### config.mk
export PLATFORM = sky130hd
export DESIGN_NAME = trig_timer
export DESIGN_NICKNAME = d
export VERILOG_FILES = /design/src/rtl/trig_pkg.sv /design/src/rtl/trig_regs.sv /design/src/rtl/trig_counter.sv /design/src/rtl/trig_oc.sv /design/src/rtl/trig_mux.sv /design/src/rtl/trig_timer.sv
export SDC_FILE = /design/constraint.sdc
export NUM_CORES = 1
export LEC_CHECK = 0
export BUFFER_PORTS_ARGS = -buffer_cell sky130_fd_sc_hd__buf_2
export CORE_MARGIN = 3
export CORE_UTILIZATION = 65
export CTS_BUF_LIST = sky130_fd_sc_hd__clkbuf_4
export DETAILED_ROUTE_END_ITERATION = 12
export MAX_ROUTING_LAYER = met4
export PLACE_DENSITY = 0.83
export SLEW_MARGIN = 20
export SYNTH_ARGS = -nofsm -noshare
export SYNTH_HDL_FRONTEND = slang
export SYNTH_SLANG_ARGS = --single-unit
### constraint.sdc
create_clock -name clk -period 7.8 [get_ports clk]
set_input_delay 0 -clock clk [delete_from_list [all_inputs] [get_ports clk]]
set_output_delay 0 -clock clk [all_outputs]
set_load 0.02 [all_outputs]
### src/rtl/trig_pkg.sv
package trig_pkg;
    localparam int NCH = 4;
    localparam int AW  = 3;

    localparam logic [AW-1:0] A_CTRL = 3'd0;
    localparam logic [AW-1:0] A_ARR  = 3'd1;
    localparam int            A_CMP0 = 2;

    localparam int B_RUN  = 0;
    localparam int B_SWR  = 1;
    localparam int B_SEL  = 2;
    localparam int SEL_W  = 3;
    localparam int B_CAPM = 5;

    typedef enum logic [SEL_W-1:0] {
        TS_RESET  = 3'd0,
        TS_ENABLE = 3'd1,
        TS_UPDATE = 3'd2,
        TS_CH1    = 3'd3,
        TS_OC1    = 3'd4,
        TS_OC2    = 3'd5,
        TS_OC3    = 3'd6,
        TS_OC4    = 3'd7
    } trig_sel_e;
endpackage

### src/rtl/trig_regs.sv
module trig_regs
    import trig_pkg::*;
#(
    parameter int CW = 16
) (
    input  logic                     clk,
    input  logic                     rst_n,
    input  logic                     wr_en,
    input  logic [AW-1:0]            wr_addr,
    input  logic [CW-1:0]            wr_data,
    output logic                     run,
    output trig_sel_e                sel,
    output logic                     cap_mode,
    output logic                     sw_rst,
    output logic [CW-1:0]            arr,
    output logic [NCH-1:0][CW-1:0]   cmp
);
    typedef struct packed {
        logic                   run;
        trig_sel_e              sel;
        logic                   cap_mode;
        logic [CW-1:0]          arr;
        logic [NCH-1:0][CW-1:0] cmp;
    } regs_t;

    regs_t st_d, st_q;

    always_comb begin
        st_d   = st_q;
        sw_rst = 1'b0;
        if (wr_en) begin
            if (wr_addr == A_CTRL) begin
                st_d.run      = wr_data[B_RUN];
                st_d.sel      = trig_sel_e'(wr_data[B_SEL +: SEL_W]);
                st_d.cap_mode = wr_data[B_CAPM];
                sw_rst        = wr_data[B_SWR];
            end
            if (wr_addr == A_ARR) begin
                st_d.arr = wr_data;
            end
            for (int i = 0; i < NCH; i++) begin
                if (wr_addr == AW'(A_CMP0 + i)) begin
                    st_d.cmp[i] = wr_data;
                end
            end
        end
    end

    always_ff @(posedge clk) begin
        if (!rst_n) begin
            st_q.run      <= 1'b0;
            st_q.sel      <= TS_RESET;
            st_q.cap_mode <= 1'b0;
            st_q.arr      <= '1;
            st_q.cmp      <= '0;
        end else begin
            st_q <= st_d;
        end
    end

    assign run      = st_q.run;
    assign sel      = st_q.sel;
    assign cap_mode = st_q.cap_mode;
    assign arr      = st_q.arr;
    assign cmp      = st_q.cmp;
endmodule

### src/rtl/trig_counter.sv
module trig_counter #(
    parameter int CW = 16
) (
    input  logic          clk,
    input  logic          rst_n,
    input  logic          run,
    input  logic          rst_ev,
    input  logic [CW-1:0] arr,
    input  logic [CW-1:0] cmp1,
    input  logic          cap_mode,
    input  logic          cap_in,
    output logic [CW-1:0] cnt,
    output logic          upd_pls,
    output logic          rst_pls,
    output logic          ch1_pls,
    output logic [CW-1:0] cap_val
);
    typedef struct packed {
        logic [CW-1:0] cnt;
        logic          upd;
        logic          rstp;
        logic          ch1;
        logic          cap_prev;
        logic [CW-1:0] cap_val;
    } cnt_t;

    cnt_t st_d, st_q;
    logic stepped;

    always_comb begin
        st_d          = st_q;
        st_d.upd      = 1'b0;
        st_d.rstp     = 1'b0;
        st_d.ch1      = 1'b0;
        st_d.cap_prev = cap_in;
        stepped       = 1'b0;

        if (rst_ev) begin
            st_d.cnt  = '0;
            st_d.upd  = 1'b1;
            st_d.rstp = 1'b1;
        end else if (run) begin
            stepped = 1'b1;
            if (st_q.cnt >= arr) begin
                st_d.cnt = '0;
                st_d.upd = 1'b1;
            end else begin
                st_d.cnt = st_q.cnt + 1'b1;
            end
        end

        if (!cap_mode && stepped && (st_d.cnt == cmp1)) begin
            st_d.ch1 = 1'b1;
        end

        if (cap_mode && cap_in && !st_q.cap_prev) begin
            st_d.cap_val = st_q.cnt;
            st_d.ch1     = 1'b1;
        end
    end

    always_ff @(posedge clk) begin
        if (!rst_n) begin
            st_q <= '0;
        end else begin
            st_q <= st_d;
        end
    end

    assign cnt     = st_q.cnt;
    assign upd_pls = st_q.upd;
    assign rst_pls = st_q.rstp;
    assign ch1_pls = st_q.ch1;
    assign cap_val = st_q.cap_val;
endmodule

### src/rtl/trig_oc.sv
module trig_oc #(
    parameter int CW = 16
) (
    input  logic [CW-1:0] cnt,
    input  logic [CW-1:0] cmp,
    output logic          oc_ref
);
    always_comb begin
        oc_ref = (cnt < cmp);
    end
endmodule

### src/rtl/trig_mux.sv
module trig_mux
    import trig_pkg::*;
(
    input  trig_sel_e          sel,
    input  logic               rst_pls,
    input  logic               run,
    input  logic               upd_pls,
    input  logic               ch1_pls,
    input  logic [NCH-1:0]     oc_ref,
    output logic               trig
);
    always_comb begin
        case (sel)
            TS_RESET:  trig = rst_pls;
            TS_ENABLE: trig = run;
            TS_UPDATE: trig = upd_pls;
            TS_CH1:    trig = ch1_pls;
            default:   trig = oc_ref[sel[1:0]];
        endcase
    end
endmodule

### src/rtl/trig_timer.sv
module trig_timer
    import trig_pkg::*;
#(
    parameter int CW = 16
) (
    input  logic          clk,
    input  logic          rst_n,
    input  logic          wr_en,
    input  logic [AW-1:0] wr_addr,
    input  logic [CW-1:0] wr_data,
    input  logic          slv_rst,
    input  logic          cap_in,
    output logic          trig_out,
    output logic [CW-1:0] cnt_o,
    output logic [CW-1:0] cap_o
);
    logic                   run_w;
    trig_sel_e              sel_w;
    logic                   capm_w;
    logic                   swr_w;
    logic                   rst_ev_w;
    logic [CW-1:0]          arr_w;
    logic [NCH-1:0][CW-1:0] cmp_w;
    logic [CW-1:0]          cnt_w;
    logic                   upd_w;
    logic                   rstp_w;
    logic                   ch1_w;
    logic [CW-1:0]          capv_w;
    logic [NCH-1:0]         oc_w;

    trig_regs #(.CW(CW)) u_regs (
        .clk      (clk),
        .rst_n    (rst_n),
        .wr_en    (wr_en),
        .wr_addr  (wr_addr),
        .wr_data  (wr_data),
        .run      (run_w),
        .sel      (sel_w),
        .cap_mode (capm_w),
        .sw_rst   (swr_w),
        .arr      (arr_w),
        .cmp      (cmp_w)
    );

    assign rst_ev_w = swr_w | slv_rst;

    trig_counter #(.CW(CW)) u_cnt (
        .clk      (clk),
        .rst_n    (rst_n),
        .run      (run_w),
        .rst_ev   (rst_ev_w),
        .arr      (arr_w),
        .cmp1     (cmp_w[0]),
        .cap_mode (capm_w),
        .cap_in   (cap_in),
        .cnt      (cnt_w),
        .upd_pls  (upd_w),
        .rst_pls  (rstp_w),
        .ch1_pls  (ch1_w),
        .cap_val  (capv_w)
    );

    for (genvar g = 0; g < NCH; g++) begin : g_oc
        trig_oc #(.CW(CW)) u_oc (
            .cnt    (cnt_w),
            .cmp    (cmp_w[g]),
            .oc_ref (oc_w[g])
        );
    end

    trig_mux u_mux (
        .sel     (sel_w),
        .rst_pls (rstp_w),
        .run     (run_w),
        .upd_pls (upd_w),
        .ch1_pls (ch1_w),
        .oc_ref  (oc_w),
        .trig    (trig_out)
    );

    assign cnt_o = cnt_w;
    assign cap_o = capv_w;
endmodule

==> out/results.ini, run 1 <==
[die]
chipWidth_um=108.7
die_area_um2=11800
initial_core_util=0.6849
chipHeight_um=108.7
fp.coreArea_um2=10000
ios=57
floorplan.rows=36

[setup_path]
crit_arrival_ns=3.41
cp_max_fo=9
worst_path_most_repeated_cell=a2111oi_0
rrSetupSlack_ns=4.66
cpMaxStageDelayCell=dfxtp_1
critPathTopFamily=compound AO/OA/AOI/OAI gates
crit-reg2reg-launch=u_cnt.cnt[2]
cp-start-kind=flop
worstSetupEndpointType=output pin
worstPathCellList=ha_1 -> a2111oi_0 -> o21ai_0 -> a2111oi_0 -> nor3b_1 -> a41oi_1 -> buf_2
path_buf_inv=1
worstSetupPathType=flop to output pin
critPathLaunch=u_cnt.cnt[5]
cpPeakStageDelay_ns=0.75
cp.required_ns=7.80

[power]
netSwitchingFraction=0.2464
power_mw=1.183
intPower_uw=891.7
power.share.clock=0.382
powerDensity_nw_per_um2=158.5
p_seq_frac=0.538
leakagePower_nw=3.052
p_switching_uw=291.5
ir_drop_uv=100.6
p_comb_frac=0.081

[finish]
design_area_um2=7466
layout_commonest_cell=nand2_1
drive_gt1_frac=0.1156
antenna_cells=0
final_cell_mix=nand2_1 (201), dfxtp_1 (121), a21oi_1 (112)
final_nets=1015
fill_cells=806
finalNonFillerCells=1059
utilization=0.7466
synthToLayoutAreaGrowth_pct=9.006

[global_route]
grt_first_pass_wirelength_mm=29.13
grt_pass1_vias=6002
grt_max_degree=70
grt_usage=0.3257
antenna_found_initial=0
grt_overflow=0

[clock_tree]
cts_sinks=121
clkTransAtPathRegs_ns=0.10
htree_levels=4
cts_root_buf=clkbuf_4
cts_tree=yes
post_cts_buffers=0
clkLatencyLatePin_ns=0.50
post_cts_resized=0
numCtsBuffers=17
clock_path_buffers=2

[place]
placedCellCount=1004
dp_hpwl_mm=12.64
dp_worst_setup_slack_ns=4.756
gp_congestion=0.9167
io_buffers=56
place_area_um2=6940

[sta]
min_period_ns=3.405
fmax_mhz=293.6
slew_viol_final=0
rsz0062_at_grt=false
fin_skew_ns=0.01207
max-slew-margin-rel=0.3433
hold_viol_final=0
worst_slack_ns=4.395
tns_ns=0
period_share=0.4366
worstMarginPinSlew_ns=0.9814
setup_viol=0
hold_slack_ns=0.09162

[yosys]
synth_seq_cells=121
synth_enable_flop_cells=0
syn_nets=981
yosysWarnings=0
ys_types=62
syn_inst=880
async_flop_share=0
synthFlopType=dfxtp_1
synth.avg_cell_area_um2=7.783
synth_area_um2=6849
ys_seq_area_frac=0.3537

[routing]
firstDrtPassIters=6
vias=6191
first_iter_violations=496
route.detailed.drc=0
postRouteAntennaNets=0
vias_per_cell=5.846
wirelength_mm=17.96
avgRoutedWirePerCell_um=16.96

[min_path]
hp-class=input port to flop
worstHoldStart=wr_addr[2]

[job]
drv_cap=0

[outcome]
status=finished, final reports clean

==> timing repair <==
action / 4_1_cts / 5_1_grt
hold buffers: 23 / 0
setup endpoints to repair: 0 / 0
hold endpoints to repair: 89 / 0
==> state kept, by name, indices dropped and copies added (netlist names), 3 cells and up <==
register	cells
u_regs.sel	3
u_cnt.cap_val	16
u_cnt.cnt	16
u_regs.arr	16
u_regs.cmp	64
==> power by group through the flow <==
stage               clock, mW  combinational (mW)  sequential, mW
floorplan                   0              0.0538           0.647
global placement            0              0.0815           0.650
detailed placement          0              0.0841           0.650
CTS                     0.455              0.0934           0.636
global route            0.484               0.105           0.638
finish                  0.452              0.0953           0.636
==> path summary, 6_finish.rpt <==
kind | depth (start not counted) | endpoint
hold / removal | 6 | u_regs.cmp[0]
hold reg to reg | 2 | u_cnt.cap_val[11]
setup reg to reg | 9 | u_cnt.ch1_pls
setup / recovery | 7 | trig_out
==> synth_stat cells, drive strengths merged (3+ instances only) <==
cell     number  share of area
dfxtp       121           0.35
xor2          4         0.0051
inv          83          0.045
clkbuf       31          0.017
a2111oi       3         0.0047
nor2         42          0.023
nand4        13          0.014
or3           3         0.0029
buf          37          0.038
o21ai        23          0.017
and3          4         0.0037
nor2b         9         0.0082
nand3        11         0.0088
a31oi         3         0.0027
ha           77           0.14
and2          4         0.0037
or2           4         0.0037
a21oi       112          0.082
nand2b        3         0.0027
xnor2        13          0.017
nand2       201           0.11
mux2i         6         0.0088
a21o         11          0.012
o211ai       16          0.018
nor4          5         0.0064
nor3          9         0.0073
==> worst reg2reg max path, stage by stage (launching register included) <==
cell and delay (ns):
dfxtp_1 0.71, ha_1 0.35, a211oi_1 0.24, o21ai_0 0.13, a21oi_1 0.16, o21ai_1 0.19
or3_2 0.51, a32o_1 0.26, or4_1 0.42, o22ai_2 0.11
==> layout make-up <==
type / instances / area [µm²] / share of cell area
timing repair buffer: 83 / 548.0 / 0.07340
multi-input combinational: 608 / 3737 / 0.5006
clock inverter: 11 / 130.1 / 0.01743
sequential: 121 / 2422 / 0.3245
inverter: 83 / 311.5 / 0.04173
tap: 133 / 166.4 / 0.02229
clock buffer: 20 / 150.1 / 0.02011
==> metal layers <==
layer | share of wire | up-vias | global-route usage | wire length, µm
met4 | 0.021 | 0 | 0.1118 | 370
met1 | 0.42 | 2873 | 0.4126 | 7589
li1 | - | 3002 | - | -
met5 | 0 | - | - | 0
met2 | 0.48 | 272 | 0.5322 | 8549
met3 | 0.081 | 44 | 0.05092 | 1447
==> kinds of logic after synthesis <==
family          Yosys count  share of synthesized area
simple gates            316                     0.2052
fa+ha+maj                77                     0.1407
compound gates          190                     0.1644
xor+xnor                 17                    0.02174
mux                       8                    0.01370
flops                   121                     0.3537
buf+inv                 151                     0.1007
No activity file was read; power rests on OpenSTA's default activity.
==> run 2, diff against run 1 <==
--- a/config.mk
+++ b/config.mk
@@ -7,11 +7,11 @@
 export LEC_CHECK = 0
 export BUFFER_PORTS_ARGS = -buffer_cell sky130_fd_sc_hd__buf_2
 export CORE_MARGIN = 3
-export CORE_UTILIZATION = 65
+export CORE_UTILIZATION = 56
 export CTS_BUF_LIST = sky130_fd_sc_hd__clkbuf_4
 export DETAILED_ROUTE_END_ITERATION = 12
 export MAX_ROUTING_LAYER = met4
-export PLACE_DENSITY = 0.83
+export PLACE_DENSITY = 0.75
 export SLEW_MARGIN = 20
 export SYNTH_ARGS = -nofsm -noshare
 export SYNTH_HDL_FRONTEND = slang
==> constraint.sdc (replaced) <==
create_clock -name clk -period 2.8 [get_ports clk]
set_input_delay 0 -clock clk [delete_from_list [all_inputs] [get_ports clk]]
set_output_delay 0 -clock clk [all_outputs]
set_load 0.02 [all_outputs]
==> run 2 against run 1 <==
  * Total power rose to 2.7 times the previous value
  * Clock-buffer cell count fell by 2
  * Clock power up 150%
  * Hold slack gained 0.0059 ns
  * Final cell count up 4.2%
==> out/results.ini, run 2 (same netlist as run 1, synthesis figures left out) <==
[sta]
fin_skew_ns=0.01512
hold_viol_final=0
tns_ns=0
rsz0062_at_grt=true
min_period_ns=2.771
setup_viol=0
fmax_mhz=360.9
hold_slack_ns=0.09748
worstMarginPinSlew_ns=0.7292
max-slew-margin-rel=0.5125
period_share=0.9897
slew_viol_final=0
worst_slack_ns=0.02895

[clock_tree]
clock_path_buffers=2
clkLatencyLatePin_ns=0.57
cts_root_buf=clkbuf_4
clkTransAtPathRegs_ns=0.11
htree_levels=4
numCtsBuffers=17
cts_sinks=121
cts_tree=yes

[setup_path]
cp_max_fo=5
cp.depth=10
rrSetupSlack_ns=0.06
cp-start-kind=flop
worst_path_most_repeated_cell=buf_4
critPathTopFamily=compound AO/OA/AOI/OAI gates
worstSetupEndpointType=output pin
crit-reg2reg-launch=u_cnt.cnt[1]
r2r-end=u_cnt.ch1_pls
path_buf_inv=2
cp.required_ns=2.80
cpPeakStageDelay_ns=0.37
r2r_cells=11
cpMaxStageDelayCell=dfxtp_4
worstPathCellList=buf_4 -> ha_1 -> a21boi_0 -> o21ai_0 -> a21oi_1 -> o21ai_1 -> nor4b_2 -> o221ai_1 -> a41oi_2 -> buf_4
crit_arrival_ns=2.77
worstSetupPathType=flop to output pin

[place]
io_buffers=56
gp_congestion=0.9829
dp_hpwl_mm=12.72
dp_worst_setup_slack_ns=0.1267

[routing]
postRouteAntennaNets=0
vias_per_cell=5.550
avgRoutedWirePerCell_um=15.99
route.detailed.drc=0
firstDrtPassIters=5
wirelength_mm=17.64
vias=6122
first_iter_violations=476

[die]
die_area_um2=13590
fp.coreArea_um2=11660
initial_core_util=0.5873
ios=57
chipWidth_um=116.6
floorplan.rows=39
chipHeight_um=116.6

[finish]
antenna_cells=0
final_nets=1048
final_cell_mix=nand2_1 (201), dfxtp_1 (112), a21oi_1 (110)
largest_register_ffs=64
layout_commonest_cell=nand2_1
regMostFlops=u_regs.cmp
synthToLayoutAreaGrowth_pct=13.74
drive_gt1_frac=0.1667

[job]
drv_cap=0

[power]
leakagePower_nw=3.216
intPower_mw=2.302
netSwitchingFraction=0.2755
p_seq_frac=0.557
p_switching_uw=875.3
powerDensity_nw_per_um2=407.9
ir_drop_uv=327.4
power.share.clock=0.353
p_comb_frac=0.090

[global_route]
grt_usage=0.2773
grt_max_degree=63
grt_overflow=0
antenna_found_initial=0
grt_first_pass_wirelength_mm=28.27
grt_pass1_vias=5621

[min_path]
holdPathStages=7
hold_end=u_regs.cmp[1]
hp-class=input port to flop
worstHoldStart=wr_addr[2]

[outcome]
status=finished, final reports clean

==> run 2: cell types whose count changed in the layout (fill, tap and decap cells not counted), moves of 4 or more <==
cell and delta:
clkinvlp_4 +4, o21ai_1 +4, buf_4 +32, o21ai_0 -6, dfxtp_1 -9, dfxtp_2 +8
==> run 2: power groups by stage <==
stage                     Clock [mW]  Sequential [mW]  Combinational (mW)
after floorplan                    0             1.80               0.150
after global routing            1.21             1.77               0.314
after detailed placement           0             1.81               0.242
after CTS                       1.14             1.77               0.277
final                           1.12             1.77               0.285
after global placement             0             1.81               0.241
==> run 2: worst max path at each step <==
stage	endpoint	slack (ns)	start
floorplan	u_cnt.ch1_pls	0.10	u_cnt.cnt[2]
global placement	u_cnt.ch1_pls	0.25	u_regs.arr[15]
detailed placement	u_cnt.ch1_pls	0.13	u_cnt.cnt[0]
CTS	trig_out	0.0009	u_regs.cmp[5]
global route	trig_out	-0.07	u_cnt.cnt[1]
finish	trig_out	0.03	u_cnt.cnt[1]
==> run 2: repair_timing <==
action,CTS,global route
gates resized for setup,23,8
hold buffers,25,0
setup buffers,3,1
pin swaps,9,3
setup endpoints to repair,1,2
endpoints found under the hold margin,105,0
==> run 2: cell type report <==
cell class | instances | area (µm²)
Fill cell | 1004 | 3872
Multi-Input combinational cell | 608 | 3811
Sequential cell | 121 | 2436
Timing Repair Buffer | 116 | 808.3
Inverter | 83 | 311.5
Tap cell | 143 | 178.9
Clock buffer | 18 | 135.1
Clock inverter | 14 | 108.9
==> run 2: through the flow <==
stage | power, mW | cell area, µm² | util | instances
CTS | 3.187 | 7751 | 0.6646 | 1102
detailed placement | 2.052 | 7181 | 0.6157 | 1042
global route | 3.299 | 7790 | 0.6680 | 1103
floorplan | 1.953 | 6849 | - | 880
global placement | 2.049 | 7181 | 0.6157 | 1042
finish | 3.177 | 7790 | 0.6680 | 1103
==> run 2: per-layer routing <==
metal  vias to the layer above  global-route usage  wire length (µm)
li1                       3068                   -                 -
met1                      2799              0.3569              8035
met2                       211              0.4252              7871
met3                        44             0.06166              1267
met4                         0              0.1078               461
met5                         -                   -                 0
==> run 2: worst min-delay path, delay by kind of cell <==
kind / cells / cell delay [ns]
compound gates: 1 / 0.05
buf+inv: 2 / 0.29
simple gates: 4 / 0.28
